===== src/rtl/dma_ready_pkg.sv =====
package dma_ready_pkg;
   typedef enum logic {
      XFER_SINGLE = 1'b0,
      XFER_MULTI  = 1'b1
   } xfer_mode_e;

   typedef struct packed {
      logic fifo_en;
      logic dma_sel;
   } mode_bits_t;
endpackage


===== src/rtl/dma_mode_decode.sv =====
module dma_mode_decode
   import dma_ready_pkg::*;
(
   input  logic       clk,
   input  logic       rst_n,
   input  logic       fifo_en,
   input  logic       dma_sel,
   output xfer_mode_e mode,
   output logic       mode_chg
);
   mode_bits_t cur_bits;
   mode_bits_t prev_bits;

   assign cur_bits = '{fifo_en: fifo_en, dma_sel: dma_sel};

   // Multi-transfer only with both bits set; compatibility mode falls to single.
   assign mode = (fifo_en && dma_sel) ? XFER_MULTI : XFER_SINGLE;

   always_ff @(posedge clk or negedge rst_n) begin
      if (!rst_n) prev_bits <= '0;
      else        prev_bits <= cur_bits;
   end

   assign mode_chg = (cur_bits != prev_bits);
endmodule


===== src/rtl/dma_req_track.sv =====
module dma_req_track
   import dma_ready_pkg::*;
(
   input  logic       clk,
   input  logic       rst_n,
   input  xfer_mode_e mode,
   input  logic       flush,
   input  logic       set_cond,
   input  logic       keep_cond,
   input  logic       single_cond,
   output logic       req_n
);
   logic active_q;
   logic hold;
   logic active_d;

   assign hold = active_q && !flush;

   always_comb begin
      if (mode == XFER_MULTI) active_d = hold ? keep_cond : set_cond;
      else                    active_d = single_cond;
   end

   always_ff @(posedge clk or negedge rst_n) begin
      if (!rst_n) active_q <= 1'b0;
      else        active_q <= active_d;
   end

   assign req_n = !active_q;
endmodule


===== src/rtl/dma_ready_gen.sv =====
module dma_ready_gen
   import dma_ready_pkg::*;
#(
   parameter int RX_DEPTH = 16,
   parameter int TX_DEPTH = 16,
   localparam int RXC_W = $clog2(RX_DEPTH + 1),
   localparam int TXC_W = $clog2(TX_DEPTH + 1)
)(
   input  logic             clk,
   input  logic             rst_n,
   input  logic [RXC_W-1:0] rx_count,
   input  logic             rx_trig_hit,
   input  logic             rx_tmo_hit,
   input  logic [TXC_W-1:0] tx_count,
   input  logic             fifo_en,
   input  logic             dma_sel,
   output logic             rx_req_n,
   output logic             tx_req_n
);
   localparam int NUM_CH = 2;
   localparam int CH_RX  = 0;
   localparam int CH_TX  = 1;
   localparam logic [TXC_W-1:0] TX_FULL = TXC_W'(TX_DEPTH);

   generate
      if (RX_DEPTH < 1) begin : g_bad_rx
         $error("RX_DEPTH must be at least 1");
      end
      if (TX_DEPTH < 1) begin : g_bad_tx
         $error("TX_DEPTH must be at least 1");
      end
   endgenerate

   xfer_mode_e mode;
   logic       mode_chg;

   dma_mode_decode i_mode (
      .clk      (clk),
      .rst_n    (rst_n),
      .fifo_en  (fifo_en),
      .dma_sel  (dma_sel),
      .mode     (mode),
      .mode_chg (mode_chg)
   );

   logic [NUM_CH-1:0] set_c;
   logic [NUM_CH-1:0] keep_c;
   logic [NUM_CH-1:0] single_c;
   logic [NUM_CH-1:0] req_n_w;

   // Receive: latch on trigger/timeout, release when drained.
   assign set_c[CH_RX]    = rx_trig_hit || rx_tmo_hit;
   assign keep_c[CH_RX]   = (rx_count != '0);
   assign single_c[CH_RX] = (rx_count != '0);
   // Transmit: latch on empty, release when full.
   assign set_c[CH_TX]    = (tx_count == '0);
   assign keep_c[CH_TX]   = (tx_count != TX_FULL);
   assign single_c[CH_TX] = (tx_count == '0);

   generate
      for (genvar ch = 0; ch < NUM_CH; ch++) begin : g_ch
         dma_req_track i_track (
            .clk         (clk),
            .rst_n       (rst_n),
            .mode        (mode),
            .flush       (mode_chg),
            .set_cond    (set_c[ch]),
            .keep_cond   (keep_c[ch]),
            .single_cond (single_c[ch]),
            .req_n       (req_n_w[ch])
         );
      end
   endgenerate

   assign rx_req_n = req_n_w[CH_RX];
   assign tx_req_n = req_n_w[CH_TX];
endmodule


===== config.mk =====
export PLATFORM = sky130hd
export DESIGN_NAME = dma_ready_gen
export DESIGN_NICKNAME = d
export VERILOG_FILES = /design/src/rtl/dma_ready_pkg.sv /design/src/rtl/dma_mode_decode.sv /design/src/rtl/dma_req_track.sv /design/src/rtl/dma_ready_gen.sv
export SDC_FILE = /design/constraint.sdc
export NUM_CORES = 1
export LEC_CHECK = 0
export BUFFER_PORTS_ARGS = -buffer_cell sky130_fd_sc_hd__buf_2
export CAP_MARGIN = 20
export CORE_AREA = 2 2 39 41
export DETAILED_ROUTE_END_ITERATION = 7
export DIE_AREA = 0 0 41 43
export PLACE_DENSITY = 0.33
export SLEW_MARGIN = 20
export SYNTH_ARGS = -nofsm -noshare
export SYNTH_HDL_FRONTEND = slang
export SYNTH_SLANG_ARGS = --single-unit

===== constraint.sdc =====
create_clock -name clk -period 1.44 [get_ports clk]
set_clock_uncertainty 0.15 [all_clocks]
set_input_delay 0.072 -clock clk [delete_from_list [all_inputs] [get_ports clk]]
set_output_delay 0.072 -clock clk [all_outputs]
set_load 0.1 [all_outputs]

# After elaboration in Yosys (flattened, before gate mapping)
# Cells that the tools add are included.
# totals
output_inout_bits,2
wordCells,20
in_bits,16
regBits,4
# op_classes
eq_ne,2
n_reduce_logical,9
muxes,5
# ops
operator,count
logical NOT 5 bit,1
two-way mux 1 bit,5
"inequality test 5 bit, second input constant",1
nonzero test 5 bit,1
logical AND 1 bit,3
logical NOT 1 bit,3
inequality test 2 bit,1
logical OR 1 bit,1

# Logic depth before layout (Yosys ltp)
# Gate-level depths: netlist of the first run.
# logic_depth
word_depth,5
mapped_depth,3
ltp_nobuf,3

# Hierarchy
# From an unflattened synthesis of the first run, not the netlist that was laid out.
# hier_totals
hier_cells,27
area_unflattened_um2,255.2
# by_module_without_submodules
mod,seq_area_each_um2,area_each_um2,cells_each,n_inst
dma_req_track,25.0,67.6,7,2
dma_mode_decode,50.0,78.8,6,1
dma_ready_gen,0.0,41.3,7,1

# Least setup slack after synthesis of the first run
# No wires, ideal clock.
# synth_path
kind,reg-to-output
startpoint,register g_ch[0].i_track.active_q
endpoint,output rx_req_n
arrival_ps,946
path_stages_with_launch,2
t_required_ps,1218
path_buffers,0
slack_ps,272
path_cell_list,dfrtp_1 inv_1
# synth_between
elab_chain_cells,1
# synth_lines
element,line_no,source
"start, declared",dma_req_track.sv:13,logic active_q;
"start signal, assigned",dma_req_track.sv:26,else active_q <= active_d;
logical NOT 1 bit,dma_req_track.sv:29,assign req_n = !active_q;
"end, declared",dma_ready_gen.sv:17,"output logic rx_req_n,"
# Every way passes these cells.

# Final worst setup path of the first run
# layout_path
startpoint,input tx_count[3]
endpoint,register g_ch[1].i_track.active_q
# layout_between
elab_chain_cells,3
word_cells_on_any_way,4
classes_between,eq/ne: 1; mux: 2; reduce/logical: 1
# layout_lines
element,line_no,source
"start, declared",dma_ready_gen.sv:14,"input logic [TXC_W-1:0] tx_count,"
inequality test 5 bit / logical NOT 5 bit (equally long branches),"dma_ready_gen.sv:57, dma_ready_gen.sv:56, dma_ready_gen.sv:58",
two-way mux 1 bit,dma_req_track.sv:20,if (mode == XFER_MULTI) active_d = hold ? keep_cond : set_cond;
two-way mux 1 bit (*),dma_req_track.sv:20,
via g_ch[1].i_track.active_d,dma_req_track.sv:15,logic active_d;
"end signal, assigned",dma_req_track.sv:26,
"end, declared",dma_req_track.sv:13,
# The timed path passes the listed nets; every way through them passes the cells marked *.

==> metrics, run 1 <==
initial antenna violation count=0; sequential fraction of the synthesis area=0.6015; Sink Count=4; Worst Setup SP=tx_count[3]; worst hold start=tx_count[0]; core box area=0.001384 sq mm; via count=214; Routed WL=488 um; YS warnings=0; height of the chip=43 um; CP Capture Type=flip-flop; Via density=3.754; Post-DRT Antenna Nets=0; initial core utilization=0.1203; sum of negative setup slack=0 ns; total I/O pin count=18; Req. time, crit path=1.40 ns; Syn Inst Count=15; Power Density=862.8 mW/mm^2; Finished Cell Area=357.8 sq um; layout cells sized above 1=0.5122; Worst-Skew Late Latency=0.23 ns; Synth Register Bits=4; status=finished, violations left; 1st-pass router iterations=1; final hold vios=1; max incr delay on CP=0.53 ns; fmax=725.5 MHz; global-route wire length before repair=690 um; vias in the first global route=219; Die ar.=0.001763 sq mm; largest net degree at the start of global routing=5; CTS root buf=clkbuf_4; CTS max path bufs=2; Slew @ Worst Pin=0.4831 ns; max_cap viols=0; Power Total=0.0003087 W; Netlist cell types=10; RSZ-0062 raised after global routing=false; H-Tree Depth=1; FF-to-FF Start=g_ch[0].i_track.active_q; Final Cycle Share=0.9571; Reg clk slew, reported paths=0.03 ns; synthesis-to-finish area growth=115.0%; CP max FO=2; failing checks=hold timing; startpoint types=input pin; Die Width=41 um; setup violators final=0; TritonCTS buffer count=3; critical setup path kind=in2reg; Post-Syn Area=166.4 sq um; Slowest cell on crit path=dlygate4sd3_1; gr ovfl total=0; Worst VDD drop=0.1504 mV; Placed Area=271.5 sq um; Final WS setup=0.06172 ns; Initial DRC Count=0; crit path time final=1.378 ns; total track usage=0.06131; Antenna Cells=0; WL/cell=8.561 um; crit path DAT=1.34 ns; Pleak=0.1783 nW; Rel. slew slack=0.6801; CTS Hold Bufs=6; CP Cell Sequence=dlygate4sd3_1 > buf_2 > or4_4 > nand4_1 > o21ai_1; Post-route DRC=0; pre-CTS setup slack=0.1204 ns; Hold Crit Class=in2reg; syn avg cell area=11.09 sq um; Hold WS=-0.02566 ns; nets@finish=59; TritonCTS clock tree=built; PortBufs=17; GPL Wtd Cong=0.6477; row cnt=14; Final Slew Violations=0; Syn Nets=31
## Yosys cell counts
cell      instances  area [sq um]
nand3_1           1         5.000
nor2_1            1         3.750
nand4_1           1         6.260
a41oi_1           1         8.760
o21ai_0           1         5.000
a311oi_1          1         8.760
dfrtp_1           4         100.1
and3_1            1         6.260
or4_1             2         15.01
inv_1             2         7.510
## cell usage in the layout (no fill, tap or decap), types with 2 or more instances in the layout
cell type and instances:
dlygate4sd3_1 6, clkbuf_4 3, buf_2 17, dfrtp_1 4, inv_1 2
## kinds of logic (layout without fill, tap and decap cells)
kind of cell / after synthesis / after routing / synth area share
DFF: 4 / 4 / 0.6015
AOI/OAI and AO/OA: 3 / 3 / 0.1353
buffers and inverters: 2 / 28 / 0.04513
and+or+nand+nor: 6 / 6 / 0.2180
## sequential cells by signal (all words and copies together) (netlist names)
name and cells:
g_ch.i_track.active_q 2, i_mode.prev_bits 2
## through the flow
step / instances / hold WS [ns] / utilization
2_1_floorplan: 15 / -0.3736 / -
3_5_place_dp: 48 / -0.2689 / 0.1962
5_1_grt: 57 / -0.01160 / 0.2586
4_1_cts: 57 / -0.007069 / 0.2559
3_3_place_gp: 48 / -0.2713 / 0.1962
6_report: 57 / -0.02566 / 0.2586
## report_power, final
group	switching [W]	internal [W]
logic	0.0000254	0.0000292
registers	0.00000195	0.000117
clock network	0.0000418	0.0000929
## layout make-up
class                           count  area (sq um)
Inverter                            2         7.507
Multi-Input combinational cell      9         62.56
Fill cell                         151          1026
Sequential cell                     4         100.1
Tap cell                           16         20.02
Timing Repair Buffer               23         145.1
Clock buffer                        3         22.52
## per-layer routing
layer	track usage	vias to the layer above	wire length (um)
li1	-	111	-
met1	0.04839	96	158
met2	0.1063	7	310
met3	0	0	19
met4	0.08000	0	0
met5	0	-	0
## critical path: cells and delay by family
family          cells  cell delay [ns]
compound gates      1             0.06
buf+inv             2             0.65
simple gates        2             0.56
## final timing paths
| path | endpoint | slack (ns) | depth (start not counted) |
|---|---|---|---|
| max in group asynchronous | g_ch[1].i_track.active_q | 0.99 | 2 |
| setup / recovery | g_ch[1].i_track.active_q | 0.06 | 5 |
| min in group asynchronous | i_mode.prev_bits[1] | 0.03 | 2 |
| setup reg to reg | g_ch[0].i_track.active_q | 0.36 | 3 |
| hold reg to reg | g_ch[0].i_track.active_q | 0.48 | 2 |
| hold / removal | g_ch[1].i_track.active_q | -0.03 | 3 |
## timing repair
action                                 in CTS  in global routing
setup endpoints to repair                   0                  1
resized for setup                           0                  2
buffers inserted                            0                  0
endpoints found under the hold margin       8                  1
No activity file was read; power rests on OpenSTA's default activity.
==> run 2, diff against run 1 <==
- CAP_MARGIN: 20 -> 10
- GPL_TIMING_DRIVEN: not set -> 0
- clock period: 1.44 -> 1.35 ns (I/O delays scaled with it)
==> metrics, run 2 (synthesis results as in run 1) <==
Req. time, crit path=1.13 ns (-0.27 ns); Power Density=950.4 mW/mm^2 (+10%); Die ar.=0.001763 sq mm (unchanged); height of the chip=43 um (unchanged); FF-to-FF Start=g_ch[0].i_track.active_q; via count=221 (+3.3%); Worst VDD drop=0.1819 mV (+21%); sum of negative setup slack=0 ns (unchanged); crit path time final=1.276 ns; RSZ-0062 raised after global routing=false; post-CTS sizing=0 (unchanged); crit path DAT=1.06 ns (-0.28 ns); worst hold start=tx_count[2]; setup slack, reg-to-reg=0.30 ns (-0.06 ns); nets@finish=58 (-1.7%); CTS root buf=clkbuf_4; largest net degree at the start of global routing=5 (unchanged); fmax=784.0 MHz; Hold Path End=g_ch[1].i_track.active_q; initial core utilization=0.1203 (unchanged); max_cap viols=0 (unchanged); Pleak=0.1726 nW (-3.2%); total track usage=0.06627 (+0.004959); 1st-pass router iterations=4 (+3); critical setup path kind=reg2out; pre-CTS setup slack=0.06925 ns (-0.05117 ns); synthesis-to-finish area growth=106.8%; Top Registers=g_ch.i_track.active_q (2), i_mode.prev_bits (2); Slowest cell on crit path=buf_2; status=finished, violations left; Worst-Skew Late Latency=0.23 ns (about the same); total I/O pin count=18 (unchanged); most common cell after layout, fill and taps aside=buf_2; Hold Crit Depth=3 (unchanged); GPL Wtd Cong=0.6142 (-5.2%); Hold WS=-0.01489 ns (+0.01077 ns); Routed WL=499 um (+2.3%); CP max FO=2 (unchanged); most frequent cells in the layout=buf_2 (17), dlygate4sd3_1 (5), dfrtp_1 (4); Placed Area=271.5 sq um (unchanged); Antenna Cells=0 (unchanged); TritonCTS buffer count=3 (unchanged); CP Capture Type=output pin; Slew @ Worst Pin=0.4848 ns (+0.001655 ns); setup violators final=0 (unchanged); layout cells sized above 1=0.5000 (-0.01220); row cnt=14 (unchanged); Buf/Inv on CP=2 (unchanged); delay-heaviest family, CP=buffers and inverters; failing checks=hold timing; Post-DRT Antenna Nets=0 (unchanged); Finished Cell Area=344.1 sq um (-3.8%); PortBufs=17 (unchanged); TritonCTS clock tree=built; Initial DRC Count=1 (+1); Power Total=0.0003270 W (+5.9%); H-Tree Depth=1 (unchanged); Hold Crit Class=in2reg; Final Slew Violations=0 (unchanged); Post-route DRC=0 (unchanged); Sink Count=4 (unchanged); r2r worst-path depth=3 (unchanged); initial antenna violation count=0 (unchanged); WL/cell=8.911 um (+4.1%); Reg clk slew, reported paths=0.04 ns (about the same); Die Width=41 um (unchanged); Post-Route Utilization=0.2486 (-0.009946); final hold vios=1 (unchanged); startpoint types=flip-flop; CP Cell Sequence=inv_1 > buf_2; core box area=0.001384 sq mm (unchanged); global-route wire length before repair=724 um (+4.9%); Final WS setup=0.07447 ns (+0.01275 ns); gr ovfl total=0 (unchanged); postcts setup bufs=0 (unchanged); Via density=3.946 (+5.1%); reg-to-reg endpoint=g_ch[0].i_track.active_q; max incr delay on CP=0.41 ns (-0.12 ns); Rel. slew slack=0.6790 (-0.001096); vias in the first global route=215 (-1.8%); CTS Hold Bufs=5 (-1); CTS max path bufs=2 (unchanged); Final Cycle Share=0.9448
==> run 2: cell count changes in the layout (fill, tap and decap cells not counted), sizes merged <==
cell and change:
dlygate4sd3 -1
==> run 2: metrics by stage <==
step	instances	hold WS, ns
final	56	-0.01489
after global routing	56	0.03681
after CTS	56	-0.01118
after detailed placement	48	-0.2732
after global placement	48	-0.2765
after floorplan	15	-0.3781
==> run 2: how the worst max path moves through the flow <==
stage                                  start  depth (start not counted)                        to  slack [ns]
floorplan           g_ch[0].i_track.active_q                          1                  rx_req_n        0.19
global placement                 rx_count[1]                          4  g_ch[0].i_track.active_q        0.07
detailed placement               rx_count[1]                          4  g_ch[0].i_track.active_q        0.07
CTS                 g_ch[1].i_track.active_q                          2                  tx_req_n        0.06
global route        g_ch[1].i_track.active_q                          2                  tx_req_n        0.03
finish              g_ch[1].i_track.active_q                          2                  tx_req_n        0.07
==> run 2: final cells by class <==
cell class / count / area (sq um)
multi-input cells: 9 / 58.81
flip-flops and latches: 4 / 100.1
clock buffers: 3 / 22.52
fillers: 158 / 1040
inverters: 2 / 7.507
repair buffers: 22 / 135.1
well taps: 16 / 20.02
==> run 2: report_power, final <==
group	switching, W	internal [W]
clock network	0.0000457	0.0000992
logic	0.0000263	0.0000285
registers	0.00000206	0.000125
total	0.0000740	0.000253
==> run 2: worst reg2reg max path, delay by kind of cell, from the launching register on <==
kind	cells	cell delay (ns)
AO/OA/AOI/OAI	2	0.34
AND/OR/NAND/NOR	1	0.10
flip-flops	1	0.33
==> run 2: layer usage <==
| layer | global-route usage | share of wire | routed length, um |
|---|---|---|---|
| met4 | 0.1000 | 0 | 0 |
| met5 | 0 | 0 | 0 |
| met3 | 0 | 0.040 | 20 |
| met1 | 0.04823 | 0.35 | 176 |
| met2 | 0.1125 | 0.60 | 301 |
